File: config.mk
export PLATFORM = sky130hd
export DESIGN_NAME = stk_alu
export DESIGN_NICKNAME = d
export VERILOG_FILES = /design/src/rtl/stk_pkg.sv /design/src/rtl/stk_decode.sv /design/src/rtl/stk_units.sv /design/src/rtl/stk_adder.sv /design/src/rtl/stk_store.sv /design/src/rtl/stk_alu.sv
export SDC_FILE = /design/constraint.sdc
export NUM_CORES = 1
export LEC_CHECK = 0
export BUFFER_PORTS_ARGS = -buffer_cell sky130_fd_sc_hd__buf_2
export CELL_PAD_IN_SITES_DETAIL_PLACEMENT = 0
export CELL_PAD_IN_SITES_GLOBAL_PLACEMENT = 1
export CORE_UTILIZATION = 35
export DETAILED_ROUTE_END_ITERATION = 7
export PLACE_DENSITY = 0.61
export SETUP_SLACK_MARGIN = 0.05
export SLEW_MARGIN = 30
export SYNTH_ARGS = -nofsm -noshare
export SYNTH_HDL_FRONTEND = slang
export SYNTH_SLANG_ARGS = --single-unit
File: constraint.sdc
create_clock -name clk -period 6.2 [get_ports clk]
set_clock_uncertainty 0.2 [all_clocks]
set_input_delay 0.62 -clock clk [delete_from_list [all_inputs] [get_ports clk]]
set_output_delay 0.62 -clock clk [all_outputs]
set_load 0.05 [all_outputs]
File: src/rtl/stk_pkg.sv
package stk_pkg;

    typedef enum logic [2:0] {
        OP_NOP  = 3'd0,
        OP_DUP  = 3'd1,
        OP_AND  = 3'd2,
        OP_XOR  = 3'd3,
        OP_INV  = 3'd4,
        OP_ADD  = 3'd5,
        OP_ADDC = 3'd6,
        OP_RSV  = 3'd7
    } opcode_e;

    typedef enum logic [2:0] {
        SEL_KEEP = 3'd0,
        SEL_AND  = 3'd1,
        SEL_XOR  = 3'd2,
        SEL_INV  = 3'd3,
        SEL_SUM  = 3'd4
    } sel_e;

    typedef struct packed {
        logic wr_tos;
        sel_e sel;
        logic push;
        logic pop;
    } ctrl_t;

    // Map one instruction slot to its TOS source and stack effect.
    function automatic ctrl_t op_decode(logic valid, opcode_e op, logic tos_lsb);
        ctrl_t c;
        c.wr_tos = 1'b0;
        c.sel    = SEL_KEEP;
        c.push   = 1'b0;
        c.pop    = 1'b0;
        if (valid) begin
            case (op)
                OP_DUP:  c.push = 1'b1;
                OP_AND:  begin c.wr_tos = 1'b1; c.sel = SEL_AND; c.pop = 1'b1; end
                OP_XOR:  begin c.wr_tos = 1'b1; c.sel = SEL_XOR; c.pop = 1'b1; end
                OP_INV:  begin c.wr_tos = 1'b1; c.sel = SEL_INV; end
                OP_ADD:  begin c.wr_tos = 1'b1; c.sel = SEL_SUM; c.pop = 1'b1; end
                OP_ADDC: begin
                    if (tos_lsb) begin
                        c.wr_tos = 1'b1;
                        c.sel    = SEL_SUM;
                    end
                end
                default: ;
            endcase
        end
        return c;
    endfunction

endpackage

File: src/rtl/stk_decode.sv
module stk_decode
    import stk_pkg::*;
(
    input  logic        op_valid,
    input  logic [2:0]  opcode,
    input  logic        tos_lsb,
    output ctrl_t       ctrl,
    output logic        change
);
    always_comb begin
        ctrl   = op_decode(op_valid, opcode_e'(opcode), tos_lsb);
        change = ctrl.wr_tos | ctrl.push | ctrl.pop;
    end
endmodule

File: src/rtl/stk_units.sv
module stk_units
    import stk_pkg::*;
#(
    parameter int DW = 20
) (
    input  logic [DW-1:0] tos_i,
    input  logic [DW-1:0] sos_i,
    input  logic [DW-1:0] sum_i,
    input  sel_e          sel,
    output logic [DW-1:0] result
);
    logic [DW-1:0] and_r, xor_r, inv_r;

    // All units evaluate every cycle; the opcode only selects.
    always_comb begin
        and_r = tos_i & sos_i;
        xor_r = tos_i ^ sos_i;
        inv_r = ~tos_i;
        case (sel)
            SEL_AND: result = and_r;
            SEL_XOR: result = xor_r;
            SEL_INV: result = inv_r;
            SEL_SUM: result = sum_i;
            default: result = tos_i;
        endcase
    end
endmodule

File: src/rtl/stk_adder.sv
module stk_adder #(
    parameter int DW    = 20,
    parameter int CSTEP = 4
) (
    input  logic          clk,
    input  logic          rst,
    input  logic          load,
    input  logic [DW-1:0] a_n,
    input  logic [DW-1:0] b_n,
    output logic [DW-1:0] sum_o,
    output logic [DW-1:0] carry_o
);
    localparam int FULL = (DW + CSTEP - 1) / CSTEP;
    localparam int CW   = $clog2(FULL + 1);

    logic [DW-1:0] ps_q, cy_q;
    logic [DW-1:0] ps_w [CSTEP+1];
    logic [DW-1:0] cy_w [CSTEP+1];
    logic [DW-1:0] gen_w;

    assign ps_w[0] = ps_q;
    assign cy_w[0] = cy_q;
    assign gen_w   = a_n & b_n;

    // CSTEP ripple stages per clock.
    for (genvar g = 0; g < CSTEP; g++) begin : g_rip
        assign ps_w[g+1] = ps_w[g] ^ cy_w[g];
        assign cy_w[g+1] = {ps_w[g][DW-2:0] & cy_w[g][DW-2:0], 1'b0};
    end

    always_ff @(posedge clk) begin
        if (rst) begin
            ps_q <= '0;
            cy_q <= '0;
        end else if (load) begin
            ps_q <= a_n ^ b_n;
            cy_q <= {gen_w[DW-2:0], 1'b0};
        end else begin
            ps_q <= ps_w[CSTEP];
            cy_q <= cy_w[CSTEP];
        end
    end

    assign sum_o   = ps_q;
    assign carry_o = cy_q;

    // Quiet-cycle counter for the drain check.
    logic [CW-1:0] quiet_q;
    always_ff @(posedge clk) begin
        if (rst)                            quiet_q <= CW'(FULL);
        else if (load)                      quiet_q <= '0;
        else if (quiet_q < CW'(FULL))       quiet_q <= quiet_q + 1'b1;
    end

    AST_CARRY_DRAINED: assert property (@(posedge clk) disable iff (rst)
        (quiet_q == CW'(FULL)) |-> (cy_q == '0));
endmodule

File: src/rtl/stk_store.sv
module stk_store
    import stk_pkg::*;
#(
    parameter int DW    = 20,
    parameter int DEPTH = 8
) (
    input  logic                     clk,
    input  logic                     rst,
    input  ctrl_t                    ctrl,
    input  logic [DW-1:0]            result,
    output logic [DW-1:0]            tos_q,
    output logic [DW-1:0]            sos_q,
    output logic [$clog2(DEPTH)-1:0] ptr_q,
    output logic [DW-1:0]            tos_nxt,
    output logic [DW-1:0]            sos_nxt
);
    localparam int PW = $clog2(DEPTH);

    logic [DW-1:0] ring_q [DEPTH];
    logic [PW-1:0] ptr_nxt, ptr_up;

    assign ptr_up = ptr_q + 1'b1;

    always_comb begin
        tos_nxt = ctrl.wr_tos ? result : tos_q;
        sos_nxt = sos_q;
        ptr_nxt = ptr_q;
        if (ctrl.push) begin
            sos_nxt = tos_q;
            ptr_nxt = ptr_up;
        end else if (ctrl.pop) begin
            sos_nxt = ring_q[ptr_q];
            ptr_nxt = ptr_q - 1'b1;
        end
    end

    always_ff @(posedge clk) begin
        if (rst) begin
            tos_q <= '0;
            sos_q <= '0;
            ptr_q <= '0;
            for (int i = 0; i < DEPTH; i++) ring_q[i] <= '0;
        end else begin
            tos_q <= tos_nxt;
            sos_q <= sos_nxt;
            ptr_q <= ptr_nxt;
            if (ctrl.push) ring_q[ptr_up] <= sos_q;
        end
    end

    AST_DUP_COPY: assert property (@(posedge clk) disable iff (rst)
        ctrl.push |=> (tos_q == sos_q) && (ptr_q == $past(ptr_q) + 1'b1));
endmodule

File: src/rtl/stk_alu.sv
module stk_alu
    import stk_pkg::*;
#(
    parameter int DW    = 20,
    parameter int CSTEP = 4,
    parameter int DEPTH = 8
) (
    input  logic                     clk,
    input  logic                     rst,
    input  logic                     op_valid,
    input  logic [2:0]               opcode,
    output logic [DW-1:0]            tos,
    output logic [DW-1:0]            sos,
    output logic [$clog2(DEPTH)-1:0] depth_ptr
);
    ctrl_t         ctrl;
    logic          change;
    logic [DW-1:0] tos_q, sos_q, tos_nxt, sos_nxt;
    logic [DW-1:0] sum_w, cy_w, result;
    logic [$clog2(DEPTH)-1:0] ptr_q;

    stk_decode u_dec (
        .op_valid (op_valid),
        .opcode   (opcode),
        .tos_lsb  (tos_q[0]),
        .ctrl     (ctrl),
        .change   (change)
    );

    stk_units #(.DW(DW)) u_units (
        .tos_i  (tos_q),
        .sos_i  (sos_q),
        .sum_i  (sum_w),
        .sel    (ctrl.sel),
        .result (result)
    );

    stk_adder #(.DW(DW), .CSTEP(CSTEP)) u_add (
        .clk     (clk),
        .rst     (rst),
        .load    (change),
        .a_n     (tos_nxt),
        .b_n     (sos_nxt),
        .sum_o   (sum_w),
        .carry_o (cy_w)
    );

    stk_store #(.DW(DW), .DEPTH(DEPTH)) u_store (
        .clk     (clk),
        .rst     (rst),
        .ctrl    (ctrl),
        .result  (result),
        .tos_q   (tos_q),
        .sos_q   (sos_q),
        .ptr_q   (ptr_q),
        .tos_nxt (tos_nxt),
        .sos_nxt (sos_nxt)
    );

    assign tos       = tos_q;
    assign sos       = sos_q;
    assign depth_ptr = ptr_q;

    logic [DW-1:0] held_w, stack_w;
    assign held_w  = sum_w + cy_w;
    assign stack_w = tos_q + sos_q;

    AST_SUM_CONSERVED: assert property (@(posedge clk) disable iff (rst)
        held_w == stack_w);

    AST_IDLE_HOLD: assert property (@(posedge clk) disable iff (rst)
        (!op_valid || opcode == OP_NOP || opcode == OP_RSV)
        |=> $stable(tos_q) && $stable(sos_q) && $stable(ptr_q));

    AST_ADDC_NOPOP: assert property (@(posedge clk) disable iff (rst)
        (op_valid && opcode == OP_ADDC) |=> $stable(sos_q) && $stable(ptr_q));

    AST_AND_RESULT: assert property (@(posedge clk) disable iff (rst)
        (op_valid && opcode == OP_AND) |=> tos_q == ($past(tos_q) & $past(sos_q)));

    AST_INV_RESULT: assert property (@(posedge clk) disable iff (rst)
        (op_valid && opcode == OP_INV) |=> (tos_q == ~$past(tos_q)) && $stable(sos_q));
endmodule

==> results_dict.tcl, run 1 <==
set metrics [dict create \
    max_stage_delay_ns 0.67 \
    final_common_cell "and2_1" \
    firstDrtPassIters 5 \
    grt_max_degree 80 \
    maxCapViolCount 0 \
    fin_crit_ns 3.18 \
    clk_latency_ns 0.53 \
    setup-tns-final_ns 0 \
    io_buffers 48 \
    place_hpwl_um 20900 \
    die-area_um2 36100 \
    synth.avg_cell_area_um2 12.3 \
    cts_resized 0 \
    use_met3_pct 1.86 \
    final_cell_mix "and2_1, edfxtp_1, nand2_1" \
    multi_input_area_um2 5610 \
    worst-path-max-fanout 24 \
    rows 68 \
    startpoint_type "flop" \
    path_delay_family "multiplexers" \
    grtUsageTotal_pct 18.0 \
    core_area_um2 34600 \
    num-nets-final 1145 \
    fin_crit_sh_pct 51.4 \
    cts_tree "built" \
    syn_to_final_growth_pct 12.8 \
    critPathRequiredTime_ns 6.38 \
    p_leak_nw 5.75 \
    fill_cells 3264 \
    synth_seq_cells 245 \
    critical_path.slowest_cell "dfxtp_4" \
    cts_inserted_buffers 29 \
    path_clk_slew_ns 0.06 \
    status "complete, no violations" \
    via_count 7824 \
    rsz0062_at_grt "false" \
    wl_um 32000 \
    syn_nets 1122 \
    synth-edff-count 160 \
    synth_cells 1009 \
    cp.buffers_inverters 1 \
    fmax_mhz 314 \
    synth_cell_types 48 \
    die_x_um 190 \
    seqCellArea_um2 6510 \
    ioPinCount 49 \
    top_usage_layer "met2" \
    vias_per_cell 5.18 \
    clockRootBuffer "clkbuf_16" \
    grt_pass1_vias 7701 \
    slew_headroom_pct 33.9 \
    layout-drive-gt1-share_pct 17.7 \
    syn_area_um2 12400 \
    cts_setup_buffers 0 \
    clockBufferDepth 3 \
    grt_use_met2_pct 29.3 \
    first_iter_violations 692 \
    cp.arrival_ns 3.36 \
    cts_hold_buf 0 \
    yosys_warnings 0 \
    path_class "reg2reg" \
    die_h_um 190 \
    antenna_found_initial 0 \
    hold_path_class "reg2reg" \
    htree_levels 1 \
    cts.sinks 245 \
    overflow 0 \
    synthFlopType "edfxtp_1" \
    route.detailed.wl_per_inst_um 21.2 \
    final_util_pct 40.3 \
    drv_slew 0 \
    grt_pass1_wl_um 48500 \
    grt_use_met1_pct 25.6 \
    power_density_nw_per_um2 281 \
    yosysSeqAreaShare_pct 52.6 \
    endpoint_kind "flop" \
    synth-async-reset-ratio_pct 0 \
    drc_errors 0 \
    start_util_pct 35.7 \
    setup_viol 0 \
    crit_chain "buf_4, mux4_2, mux2_2, a221o_1, ha_1, nand2_1, a21oi_1" \
    gp_congestion 0.762 \
    hold_violations 0 \
    peakVddDrop_mv 0.193 \
    ant_nets 0 \
    tightest_slew_ns 0.992 \
    n_antenna_cell 0 \
]
==> final cells by class <==
class / instances / share of cell area, %
sequential: 245 / 46.7
tap: 455 / 4.08
multi-input combinational: 692 / 40.2
inverter: 3 / 0.0807
timing repair buffer: 61 / 2.42
clock buffer: 43 / 6.01
clock inverter: 10 / 0.583
==> worst paths after layout <==
path	slack [ns]	to	cells after the start	startpoint
worst max-delay path	3.02	u_add.sum_o[5]	7	flop
worst min register to register	0.26	u_add.sum_o[0]	2	u_add.sum_o[0]
worst max register to register	3.02	u_add.sum_o[5]	7	flop
worst min-delay path	0.26	u_add.sum_o[0]	2	u_add.sum_o[0]
==> tightest hold or removal path: stages, from the launching register on <==
cell and delay [ns]:
dfxtp_1 0.31, nand2_1 0.05, a21oi_1 0.05
==> cell families after synthesis <==
group	after synthesis	synth area share [%]
multiplexers	63	9.23
AO/OA/AOI/OAI	147	8.80
AND/OR/NAND/NOR	367	15.6
XOR/XNOR	8	0.566
adder cells (fa/ha/maj)	107	10.8
flip-flops	245	52.6
buffers and inverters	72	2.44
==> per-stage QoR <==
step | instance area, um^2 | hold slack, ns | cells | power, W | setup slack [ns]
finish | 14000 | 0.258 | 1509 | 0.00392 | 3.02
global route | 14000 | 0.283 | 1509 | 0.00407 | 2.80
CTS | 13900 | 0.238 | 1509 | 0.00397 | 2.64
detailed placement | 13000 | 0.255 | 1456 | 0.00232 | 2.12
global placement | 13000 | 0.245 | 1456 | 0.00231 | 2.24
floorplan | 12400 | 0.236 | 1009 | 0.00217 | 3.61
==> synthesized netlist by cell type (2+ instances only) <==
cell type  count  share of area [%]
and2_1       166                8.4
buf_4          4               0.24
a21boi_1       2               0.12
a21oi_1       57                2.3
buf_1          2              0.061
or2_1          8               0.40
mux2_2        19                1.7
nand2b_1       7               0.35
buf_2          7               0.28
nand3_1        2              0.081
edfxtp_1     160                 39
a221o_1       19                1.5
nand2_1      114                3.5
nor2_1        34                1.0
a22oi_1       21                1.3
mux4_2        39                7.1
xnor2_1        5               0.35
o2bb2ai_1     18                1.3
clkbuf_1      55                1.7
o21ai_1        2              0.081
nor2b_1       23                1.2
ha_1         107                 11
nor3_1         5               0.20
mux2i_1        5               0.40
dfxtp_1       85                 14
xor2_1         3               0.21
inv_2          2              0.061
a222oi_1      18                1.5
==> where the power goes <==
part	switching [W]	internal [W]
Sequential	0.0000754	0.00180
Combinational	0.000255	0.000151
Clock	0.000668	0.000974
Total	0.000999	0.00292
==> per-layer routing <==
layer	vias up	share of wire [%]
met3	33	3.6
li1	3764	-
met4	0	1.7
met5	-	0
met2	174	46
met1	3853	48
==> flip-flops by register name, summed over array words and instances, names as in the netlist, named ones only <==
register and count:
u_store.tos_q 20, u_store.ring_q 160, u_add.carry_o 19, u_store.ptr_q 3, u_add.sum_o 20, u_store.sos_q 20
No activity file was read; power rests on OpenSTA's default activity.
==> run 2, diff against run 1 <==
--- a/config.mk
+++ b/config.mk
@@ -5,12 +5,13 @@
 export SDC_FILE = /design/constraint.sdc
 export NUM_CORES = 1
 export LEC_CHECK = 0
+export ABC_AREA = 1
 export BUFFER_PORTS_ARGS = -buffer_cell sky130_fd_sc_hd__buf_2
 export CELL_PAD_IN_SITES_DETAIL_PLACEMENT = 0
 export CELL_PAD_IN_SITES_GLOBAL_PLACEMENT = 1
 export CORE_UTILIZATION = 35
 export DETAILED_ROUTE_END_ITERATION = 7
-export PLACE_DENSITY = 0.61
+export PLACE_DENSITY = 0.64
 export SETUP_SLACK_MARGIN = 0.05
 export SLEW_MARGIN = 30
 export SYNTH_ARGS = -nofsm -noshare
==> constraint.sdc (replaced) <==
create_clock -name clk -period 3.2 [get_ports clk]
set_clock_uncertainty 0.2 [all_clocks]
set_input_delay 0.32 -clock clk [delete_from_list [all_inputs] [get_ports clk]]
set_output_delay 0.32 -clock clk [all_outputs]
set_load 0.05 [all_outputs]
==> run 2 against run 1 <==
  * Synthesized cell count grew 31%
  * Largest cell class unchanged
  * Area after synthesis grew 1.4%
  * Power grew 99%
  * Critical path depth is the same
  * Wire length grew 6.5%
  * Hold slack lost 0.11 ns
  * Maximum frequency grew 16%
  * Critical endpoint is now u_store.ring_q[2][12]
  * Worst setup slack lost 2.6 ns
  * Clock power grew 96%
  * Global-route usage grew 1.1 points
==> results_dict.tcl, run 2 <==
set metrics [dict create \
    syn_nets 1434 \
    power_w 0.00779 \
    grt_pass1_wl_um 53600 \
    route.detailed.wl_per_inst_um 18.7 \
    start_util_pct 36.0 \
    ant_nets 0 \
    vias_per_cell 5.06 \
    synth_compound_area_share_pct 13.0 \
    crit_chain "inv_1, ha_1, inv_1, nor2_1, nand2_4, nand2_1, buf_4" \
    fin_crit_ns 2.74 \
    via_count 9251 \
    synth_mux_area_share_pct 0 \
    syn_to_final_growth_pct 11.7 \
    grt_pass1_vias 9325 \
    ioPinCount 49 \
    worst-path-max-fanout 21 \
    holdWs_ns 0.148 \
    overflow 0 \
    peakVddDrop_mv 0.433 \
    synth-edff-count 160 \
    yosysSeqAreaShare_pct 51.8 \
    n_antenna_cell 0 \
    cp_common_cell "inv_1" \
    synthFlopType "edfxtp_1" \
    layout-drive-gt1-share_pct 10.6 \
    clk_latency_ns 0.56 \
    antenna_found_initial 0 \
    setup_slack_ns 0.460 \
    cts_resized 0 \
    startpoint_type "flop" \
    synth_cells 1321 \
    synth.avg_cell_area_um2 9.50 \
    path_clk_slew_ns 0.06 \
    rows 68 \
    drt-met1-wl_um 15700 \
    cp.arrival_ns 2.75 \
    slew_headroom_pct 44.3 \
    drv_slew 0 \
    die_x_um 191 \
    rsz0062_at_grt "false" \
    top_layer "met4" \
    cts_tree "built" \
    yosysTopAreaCellShare_pct 38.3 \
    grtUsageTotal_pct 19.1 \
    fmax_mhz 365 \
    tightest_slew_ns 0.836 \
    cts.sinks 245 \
    syn_area_um2 12600 \
    io_buffers 48 \
    grt_max_degree 81 \
    yosys.area_share.simple_pct 15.5 \
    hold_path_class "in2reg" \
    power_density_nw_per_um2 556 \
    wl_met3_um 1240 \
    setup-tns-final_ns 0 \
    wl_um 34100 \
    p_leak_nw 5.86 \
    synth_xor_xnor_area_share_pct 0.279 \
    synth_top_cell_by_area "edfxtp_1" \
    core_area_um2 34900 \
    synth_fa_ha_area_share_pct 10.7 \
    clockBufferDepth 3 \
    htree_levels 1 \
    critical_path.slowest_cell "dfxtp_1" \
    largest_register_ff_count 160 \
    critPathRequiredTime_ns 3.21 \
    firstDrtPassIters 5 \
    cts_inserted_buffers 29 \
    wl_met2_um 16400 \
    status "complete, no violations" \
    synth_most_common_cell "nor2_1" \
    synth_cell_types 36 \
    num-nets-final 1463 \
    maxCapViolCount 0 \
    final_common_cell "nor2_1" \
    endpoint_kind "flop" \
    gp_congestion 0.815 \
    yosys_warnings 0 \
    synth_seq_cells 245 \
    first_iter_violations 505 \
    fin_crit_sh_pct 85.6 \
    synth-async-reset-ratio_pct 0 \
    place_hpwl_um 22900 \
    cts_hold_buf 0 \
    die_h_um 191 \
    clockRootBuffer "clkbuf_16" \
    drc_errors 0 \
    path_class "reg2reg" \
    synth_top_family_by_area "simple AND/OR/NAND/NOR gates" \
    dp_slack_ns 0.513 \
    cts_setup_buffers 0 \
    hold_violations 0 \
    top_register "u_store.ring_q" \
    setup_viol 0 \
    max_stage_delay_ns 0.52 \
    die-area_um2 36600 \
    synth_area_leaders "edfxtp_1, dfxtp_1, ha_1" \
    final_cell_mix "nor2_1, edfxtp_1, inv_1" \
    synth_common_cells "nor2_1, edfxtp_1, inv_1" \
]
run 2: cells by family (layout without fill, tap and decap cells):
| logic type | after synthesis | in the layout |
|---|---|---|
| compound gates | 280 | 280 |
| xor+xnor | 4 | 4 |
| fa+ha+maj | 107 | 107 |
| buf+inv | 228 | 280 |
| flops | 245 | 245 |
| simple gates | 457 | 457 |
run 2: per-layer routing:
| metal | track usage [%] | up-vias |
|---|---|---|
| met5 | 0 | - |
| met2 | 33.0 | 168 |
| met3 | 2.44 | 45 |
| met4 | 4.24 | 0 |
| li1 | - | 4568 |
| met1 | 25.2 | 4470 |
run 2: layout make-up:
type | instances | area (um^2)
tap | 455 | 569
timing repair buffer | 78 | 528
fill | 3497 | 20900
clock inverter | 17 | 159
inverter | 148 | 559
sequential | 245 | 6510
clock buffer | 37 | 756
multi-input combinational | 848 | 4940
run 2: critical path, delay by kind of cell (launching register included):
kind                     cells  cell delay, ns
buffers and inverters        3            0.59
adder cells (fa/ha/maj)      1            0.38
flip-flops                   1            0.52
AND/OR/NAND/NOR              3            0.67
run 2: where the power goes:
| group | internal, W | switching, W |
|---|---|---|
| combinational | 0.000279 | 0.000683 |
| clock | 0.00190 | 0.00132 |
| sequential | 0.00351 | 0.0000969 |
| total | 0.00569 | 0.00210 |
run 2: worst paths after layout:
path,start,end,slack [ns],cells after the start
setup reg to reg,u_store.ptr_q[0],u_store.ring_q[2][12],0.46,7
setup / recovery,u_store.ptr_q[0],u_store.ring_q[2][12],0.46,7
hold reg to reg,u_add.sum_o[0],u_add.sum_o[0],0.34,2
hold / removal,rst,u_store.sos_q[19],0.15,3
run 2: stage by stage:
| step | instance area, um^2 | std cells | utilization, % |
|---|---|---|---|
| global route | 14000 | 1828 | 40.2 |
| detailed placement | 13100 | 1774 | 37.6 |
| global placement | 13100 | 1774 | 37.6 |
| CTS | 14000 | 1828 | 40.2 |
| finish | 14000 | 1828 | 40.2 |
| floorplan | 12600 | 1321 | - |
